## src/rtl/csel_pkg.sv

```systemverilog
package csel_pkg;

    // sum and carry of one bit position
    typedef struct packed {
        logic c;
        logic s;
    } bit_res_t;

endpackage

```

## src/rtl/csel_ha.sv

```systemverilog
module csel_ha
    import csel_pkg::*;
(
    input  logic x,
    input  logic y,
    output logic s,
    output logic c
);
    bit_res_t res_d;

    always_comb begin
        res_d.s = x ^ y;
        res_d.c = x & y;
    end

    assign s = res_d.s;
    assign c = res_d.c;
endmodule

```

## src/rtl/csel_fa.sv

```systemverilog
module csel_fa
    import csel_pkg::*;
(
    input  logic x,
    input  logic y,
    input  logic ci,
    output logic s,
    output logic co
);
    bit_res_t res_d;
    logic     hx_d;

    always_comb begin
        hx_d    = x ^ y;
        res_d.s = hx_d ^ ci;
        res_d.c = (x & y) | (hx_d & ci);
    end

    assign s  = res_d.s;
    assign co = res_d.c;
endmodule

```

## src/rtl/csel_ripple.sv

```systemverilog
module csel_ripple #(
    parameter int unsigned LEN        = 4,
    parameter bit          HALF_FIRST = 1'b0
) (
    input  logic [LEN-1:0] a,
    input  logic [LEN-1:0] b,
    input  logic           ci,
    output logic [LEN-1:0] s,
    output logic           co
);
    logic [LEN:0] chain_d;

    if (HALF_FIRST) begin : g_half0
        // carry-in is known to be zero: the first stage needs no carry input
        logic unused_ci;
        assign unused_ci = ci;
        assign chain_d[0] = 1'b0;
        csel_ha u_ha (
            .x(a[0]),
            .y(b[0]),
            .s(s[0]),
            .c(chain_d[1])
        );
    end else begin : g_full0
        assign chain_d[0] = ci;
        csel_fa u_fa (
            .x (a[0]),
            .y (b[0]),
            .ci(chain_d[0]),
            .s (s[0]),
            .co(chain_d[1])
        );
    end

    for (genvar i = 1; i < LEN; i++) begin : g_bit
        csel_fa u_fa (
            .x (a[i]),
            .y (b[i]),
            .ci(chain_d[i]),
            .s (s[i]),
            .co(chain_d[i+1])
        );
    end

    assign co = chain_d[LEN];
endmodule

```

## src/rtl/csel_block.sv

```systemverilog
module csel_block #(
    parameter int unsigned LEN = 4
) (
    input  logic [LEN-1:0] a,
    input  logic [LEN-1:0] b,
    input  logic           sel_c,
    output logic [LEN-1:0] s,
    output logic           co
);
    logic [LEN-1:0] s0_d, s1_d;
    logic           c0_d, c1_d;

    csel_ripple #(.LEN(LEN), .HALF_FIRST(1'b1)) u_zero (
        .a (a),
        .b (b),
        .ci(1'b0),
        .s (s0_d),
        .co(c0_d)
    );

    csel_ripple #(.LEN(LEN), .HALF_FIRST(1'b0)) u_one (
        .a (a),
        .b (b),
        .ci(1'b1),
        .s (s1_d),
        .co(c1_d)
    );

    always_comb begin
        if (sel_c) begin
            s  = s1_d;
            co = c1_d;
        end else begin
            s  = s0_d;
            co = c0_d;
        end
    end
endmodule

```

## src/rtl/csel_adder.sv

```systemverilog
module csel_adder #(
    parameter int unsigned WIDTH   = 32,
    parameter int unsigned NUM_BLK = 5,
    parameter int unsigned BLK_LEN [NUM_BLK] = '{4, 5, 6, 7, 10}
) (
    input  logic [WIDTH-1:0] a,
    input  logic [WIDTH-1:0] b,
    input  logic             cin,
    output logic [WIDTH-1:0] sum,
    output logic             cout
);
    function automatic int unsigned blk_lo(int unsigned k);
        int unsigned acc = 0;
        for (int unsigned i = 0; i < k; i++) acc += BLK_LEN[i];
        return acc;
    endfunction

    localparam int unsigned TOTAL_LEN = blk_lo(NUM_BLK);

    // slice lengths must tile the word exactly
    if (TOTAL_LEN != WIDTH) begin : g_bad_split
        $error("csel_adder: slice lengths add to %0d, WIDTH is %0d", TOTAL_LEN, WIDTH);
    end

    // blk_c[k] is the resolved carry into slice k
    logic [NUM_BLK:0] blk_c;
    assign blk_c[0] = cin;

    for (genvar g = 0; g < NUM_BLK; g++) begin : g_blk
        localparam int unsigned LO = blk_lo(g);
        localparam int unsigned LN = BLK_LEN[g];
        if (g == 0) begin : g_base
            csel_ripple #(.LEN(LN), .HALF_FIRST(1'b0)) u_base (
                .a (a[LO +: LN]),
                .b (b[LO +: LN]),
                .ci(blk_c[0]),
                .s (sum[LO +: LN]),
                .co(blk_c[1])
            );
        end else begin : g_sel
            csel_block #(.LEN(LN)) u_sel (
                .a    (a[LO +: LN]),
                .b    (b[LO +: LN]),
                .sel_c(blk_c[g]),
                .s    (sum[LO +: LN]),
                .co   (blk_c[g+1])
            );
        end
    end

    assign cout = blk_c[NUM_BLK];
endmodule

```

## config.mk

```make
export PLATFORM = sky130hd
export DESIGN_NAME = csel_adder
export DESIGN_NICKNAME = d
export VERILOG_FILES = /design/src/rtl/csel_pkg.sv /design/src/rtl/csel_ha.sv /design/src/rtl/csel_fa.sv /design/src/rtl/csel_ripple.sv /design/src/rtl/csel_block.sv /design/src/rtl/csel_adder.sv
export SDC_FILE = /design/constraint.sdc
export NUM_CORES = 1
export LEC_CHECK = 0
export BUFFER_PORTS_ARGS = -buffer_cell sky130_fd_sc_hd__buf_2
export CAP_MARGIN = 30
export CELL_PAD_IN_SITES_DETAIL_PLACEMENT = 1
export CELL_PAD_IN_SITES_GLOBAL_PLACEMENT = 1
export CORE_ASPECT_RATIO = 1.4
export CORE_MARGIN = 1.5
export CORE_UTILIZATION = 21
export DETAILED_ROUTE_END_ITERATION = 7
export PLACE_DENSITY_LB_ADDON = 0.1
export SLEW_MARGIN = 0
export SYNTH_ARGS = -nofsm -noshare
export SYNTH_HDL_FRONTEND = slang
export SYNTH_SLANG_ARGS = --single-unit
```

## constraint.sdc

```tcl
create_clock -name vclk -period 17.8
set_input_delay 3.56 -clock vclk [all_inputs]
set_output_delay 3.56 -clock vclk [all_outputs]
set_load 0.02 [all_outputs]
```

==> impl_results.md, run 1 <==
* PortBufs at around 100
* Count of final max-slew check failures at 0
* Critical Path Source Type: input pin
* First-pass GRT wire length at 4150 um
* Power density cells at around 47 nW/um^2
* Vias at 879
* Overall Power at roughly 0.072 mW
* Setup WS post-layout at -0.133 ns
* Num sequential at 0
* Outcome: finished with violations
* Sequential Area at 0 um^2
* Cells after Synth at 70
* Overflow after GRT at 0
* Post-synth cell types at 8
* Final design utilization at 40.9%
* Row cnt at 26
* Routed len/inst at 12.0 um
* Core Region at between 3000 and 4000 um^2
* Crit Path Max Fanout at 2
* Worst path max stage delay at 0.43 ns
* ANT cells at 0
* Global Route Usage Sum at 11.6%
* Post-Syn Nets at 171
* Final min period at 17.93 ns
* Leak at ~0.8 nW
* CP most frequent cell: fa_2
* Top cell type by total area after synthesis: fa_1
* GP Congestion at about 0.66
* Die Y at 77.5 um
* Setup CP Type: in2out
* Synth area leaders: fa_1, ha_1, inv_1
* Max_cap viols at 0
* Final period util at 101%
* DRC at 0
* Initial Utilization at 22.3%
* Layout cell share with drive strength beyond 1 at 85.4%
* Top cells by count, synth: fa_1, inv_1, ha_1
* Initial antenna violation count at 0
* Setup Viol. Count Final at 1
* Die Wd at 56.2 um
* Placed cell count at 210
* Sequential cell area fraction in the yosys report at 0%
* Number of clock buffers in the layout at 0
* Worst path slowest cell: fa_2
* CP endpoint kind: output port
* Vias in the first global route at 990
* Most numerous cell in the Yosys netlist: fa_1
* Fillcell total at approximately 450
* Die area at 4360 um^2
* Highest clock rate at 55.8 MHz
* Largest net degree at the start of global routing at 3
* Router iterations before antenna repair at 2
* CP top delay family: adder cells
* Worst path depth at 41
* Multi-input gate area in the final layout at 821 um^2
* Post-Syn Area per Cell at 11.9 um^2
* Slew margin rel. at approximately 90%
* Critical Path Source: a[0]
* Post-DP HPWL at 2490 um
* Synth warnings at 0
* Worst setup endpoint: sum[31]
* Ports at 98
* Routed Antenna Nets at 0
* Initial DRC Count at 12
* Drt total wl at 2550 um
* CP required at between 10 and 15 ns
* HP Class: in2out
* CP arrival at 14.37 ns
* Non-Filler Instances at 213
* Avg Vias per Cell at 4.13
* Share of the synthesized area in the top cell type at 67.3%
* Measured slew at the worst slew-check pin at 0.177 ns
* Synth Cell Area at 833 um^2
* Failing checks: negative setup slack
* Worst path bufs/invs at 6
* RSZ-0062 raised after global routing: yes
* Final hold vios at 0
* Fin nets at 274
* Worst vdd ir at 0.0215 mV
* Syn-to-layout area delta at 83.6%
==> cell usage in the layout (no fill, tap or decap), types with 3 or more instances in the layout <==
cell type and count:
buf_2 92, fa_2 28, xor2_1 4, inv_1 12, inv_2 5, buf_6 6, a21oi_2 3, buf_4 7
nor2_2 3, ha_1 8
==> power by group <==
part,switching [mW],internal (mW)
clock network,0,0
logic,0.0417,0.0304
registers,0,0
==> how the worst min path moves through the flow <==
stage | slack (ns) | endpoint | start | depth (start not counted)
CTS | 7.54 | sum[2] | b[2] | 3
global placement | 7.51 | sum[10] | b[10] | 3
finish | 7.52 | sum[30] | b[30] | 3
detailed placement | 7.51 | sum[30] | b[30] | 3
global route | 7.53 | sum[30] | b[30] | 3
floorplan | 7.37 | sum[14] | b[14] | 1
==> tightest hold or removal path, delay by kind of cell <==
family | cells | cell delay (ns)
adders and majority gates | 1 | 0.20
buffers and inverters | 2 | 0.20
==> kinds of logic after synthesis <==
family / Yosys count / synth area share [%]
XOR/XNOR: 4 / 4.20
buffers and inverters: 23 / 12.2
AND/OR/NAND/NOR: 3 / 1.35
AO/OA/AOI/OAI: 3 / 1.80
adder cells (fa/ha/maj): 36 / 79.3
multiplexers: 1 / 1.20
==> timing repair <==
item	in CTS	in global routing
setup endpoints to repair	3	3
gates resized for setup	16	16
pin swaps	4	1
hold endpoints to repair	0	0
hold buffers	0	0
buffers inserted	1	2
==> cell type report <==
class	count	area share (%)
Multi-Input combinational cell	47	53.6
Timing Repair Buffer	105	37.9
Tap cell	42	3.43
Inverter	19	4.99
==> stage by stage <==
step | worst slack (ns) | hold slack, ns | setup TNS [ns] | instance area, um^2
floorplan | 0.00364 | 7.37 | 0 | 881
global placement | -0.441 | 7.51 | -0.617 | 1420
detailed placement | -0.645 | 7.51 | -1.20 | 1420
CTS | -0.252 | 7.54 | -0.252 | 1470
global route | -0.501 | 7.53 | -0.853 | 1530
finish | -0.133 | 7.52 | -0.133 | 1530
==> routing by layer <==
metal	vias up	global-route usage, %	wire length (um)
met5	-	0	0
met4	0	0	0
met3	0	2.00	255
met2	62	24.8	1580
met1	419	11.8	716
li1	398	-	-
Note: power is estimated with default switching activity, not from simulation.
==> run 2: changes to the inputs <==
--- a/config.mk
+++ b/config.mk
@@ -5,8 +5,9 @@
 export SDC_FILE = /design/constraint.sdc
 export NUM_CORES = 1
 export LEC_CHECK = 0
+export ABC_AREA = 1
 export BUFFER_PORTS_ARGS = -buffer_cell sky130_fd_sc_hd__buf_2
-export CAP_MARGIN = 30
+export CAP_MARGIN = 20
 export CELL_PAD_IN_SITES_DETAIL_PLACEMENT = 1
 export CELL_PAD_IN_SITES_GLOBAL_PLACEMENT = 1
 export CORE_ASPECT_RATIO = 1.4
==> run 2 against run 1 <==
Against the previous run: the flow finishes with violations (design-rule violations); synthesized area rose by 7.2%; first-iteration DRC count rose by 50%; cell count rose by 11%; critical path depth rose by 1; critical endpoint unchanged; largest power group unchanged.
==> impl_results.md, run 2 <==
* Outcome: finished with violations
* Failing checks: design-rule violations
* Synth warnings at 0
* Die Wd at 58.1 um
* ANT cells at 0
* Part of the power in combinational logic at 100.0%
* Multi-input gate area in the final layout at between 800 and 900 um^2
* Max_cap viols at 0
* Slew margin rel. at between 90% and 100%
* Power density cells at 45.0 nW/um^2
* Layout cell share with drive strength beyond 1 at 74.6%
* Share of the synthesized area in the top cell type at 62.7%
* Final min period at 17.72 ns
* Fin area at 1570 um^2
* Setup CP Type: in2out
* Post-Syn Nets at ~200
* Critical Path Source Type: input pin
* Cells after Synth at between 90 and 100
* Die Y at 80.2 um
* Routed len/inst at 10.9 um
* Worst setup endpoint: sum[31]
* Clock power frac at 0%
* CP required at 14.24 ns
* RSZ-0062 raised after global routing: yes
* Top cell type by total area after synthesis: fa_1
* Final design utilization at 38.9%
* Met1 usage at 9.19%
* Num sequential at 0
* Number of clock buffers in the layout at 0
* Routed Antenna Nets at 0
* Final hold vios at 0
* Initial Utilization at 22.2%
* CP most frequent cell: fa_2
* Worst vdd ir at 0.0176 mV
* Fin Hold WS at between 7 and 8 ns
* Fillcell total at roughly 500
* DRC at 7
* Leak at 0.879 nW
* Setup Viol. Count Final at 0
* Initial antenna violation count at 0
* Dpl ws at -0.591 ns
* Row cnt at 27
* Synth area leaders: fa_1, inv_1, ha_1
* Core Region at 4020 um^2
* Largest net degree at the start of global routing at 4
* Fin nets at 296
* PortBufs at 98
* Router iterations before antenna repair at 5
* Post-Syn Area per Cell at 9.50 um^2
* Post-synth cell types at 5
* Die area at 4660 um^2
* Commonest non-fill, non-tap cell in the layout: buf_2
* Setup WS post-layout at 0.0843 ns
* Avg Vias per Cell at 4.08
* Hold Buf Count CTS at 0
* Most numerous cell in the Yosys netlist: inv_1
* Final period util at 99.5%
* Worst path slowest cell: fa_1
* HP Start: b[2]
* Syn-to-layout area delta at 75.2%
* Drt total wl at ~2600 um
* GR peak layer: met2
* Top cells by count, synth: inv_1, fa_1, nand2_1
* First-pass GRT wire length at 4140 um
* Internal power at 0.0288 mW
* Sequential Area at 0 um^2
* Initial DRC Count at 18
* Vias in the first global route at 1116
* Most frequent cells in the layout: buf_2, fa_2, inv_1, nand2_1
* Synth Cell Area at 893 um^2
* Sequential cell area fraction in the yosys report at 0%
* Met2 global-route usage at 24.9%
* Critical Path Source: a[0]
* Sw frac at 59.0%
* DP Area at 1470 um^2
* Worst path max stage delay at 0.41 ns
* Highest clock rate at 56.4 MHz
* Met3 GRT Util at under 10%
* CP arrival at 14.16 ns
* Sw Pwr at roughly 0.042 mW
* CP endpoint kind: output port
* Count of final max-slew check failures at 0
* Vias at 963
* HP Class: in2out
* Overflow after GRT at 0
* Global Route Usage Sum at 10.9%
* Post-DP HPWL at 2480 um
* GP Congestion at 0.676
* Ports at 98
* Measured slew at the worst slew-check pin at ~0.12 ns
* Part of the power in registers at 0%
* Crit Path Max Fanout at 3
## run 2: per-stage QoR
stage | std cells | power, mW | TNS [ns]
after global routing | 236 | 0.0790 | -0.241
after floorplan | 94 | 0.0480 | 0
after global placement | 234 | 0.0649 | -0.721
final | 236 | 0.0704 | 0
after detailed placement | 234 | 0.0671 | -1.06
after CTS | 234 | 0.0696 | -0.00563
## run 2: cell type report
class                           count  share of cell area (%)
Tap cell                           43                    3.44
Inverter                           30                    7.51
Timing Repair Buffer              103                    35.5
Multi-Input combinational cell     60                    53.6
## run 2: routing by layer
layer	share of wire, %	up-vias
met4	0	0
li1	-	450
met3	12	0
met2	61	58
met1	27	455
met5	0	-
## run 2: cell families after synthesis
| family | Yosys count | synth area share (%) |
|---|---|---|
| adder cells (fa/ha/maj) | 36 | 74.0 |
| buffers and inverters | 34 | 16.0 |
| AND/OR/NAND/NOR | 24 | 10.1 |
## run 2: what timing repair did
action | 4_1_cts | 5_1_grt
gates resized for setup | 17 | 17
setup endpoints to repair | 3 | 3
buffers inserted | 0 | 2
gates cloned | 0 | 0
## run 2: how the worst min path moves through the flow
stage / to / cells after the start
6_report: sum[2] / 3
2_1_floorplan: sum[11] / 1
3_3_place_gp: sum[5] / 3
5_1_grt: sum[8] / 3
4_1_cts: sum[8] / 3
3_5_place_dp: sum[25] / 3
## run 2: worst max-delay path, delay by kind of cell
family | cells | cell delay, ns
and+or+nand+nor | 8 | 0.56
adders and majority gates | 28 | 9.65
buffers and inverters | 6 | 0.40
## run 2: power groups by stage
stage	registers (mW)	clock network, mW	logic, mW
after floorplan	0	0	0.0480
after global placement	0	0	0.0649
after detailed placement	0	0	0.0671
after CTS	0	0	0.0696
after global routing	0	0	0.0790
final	0	0	0.0704
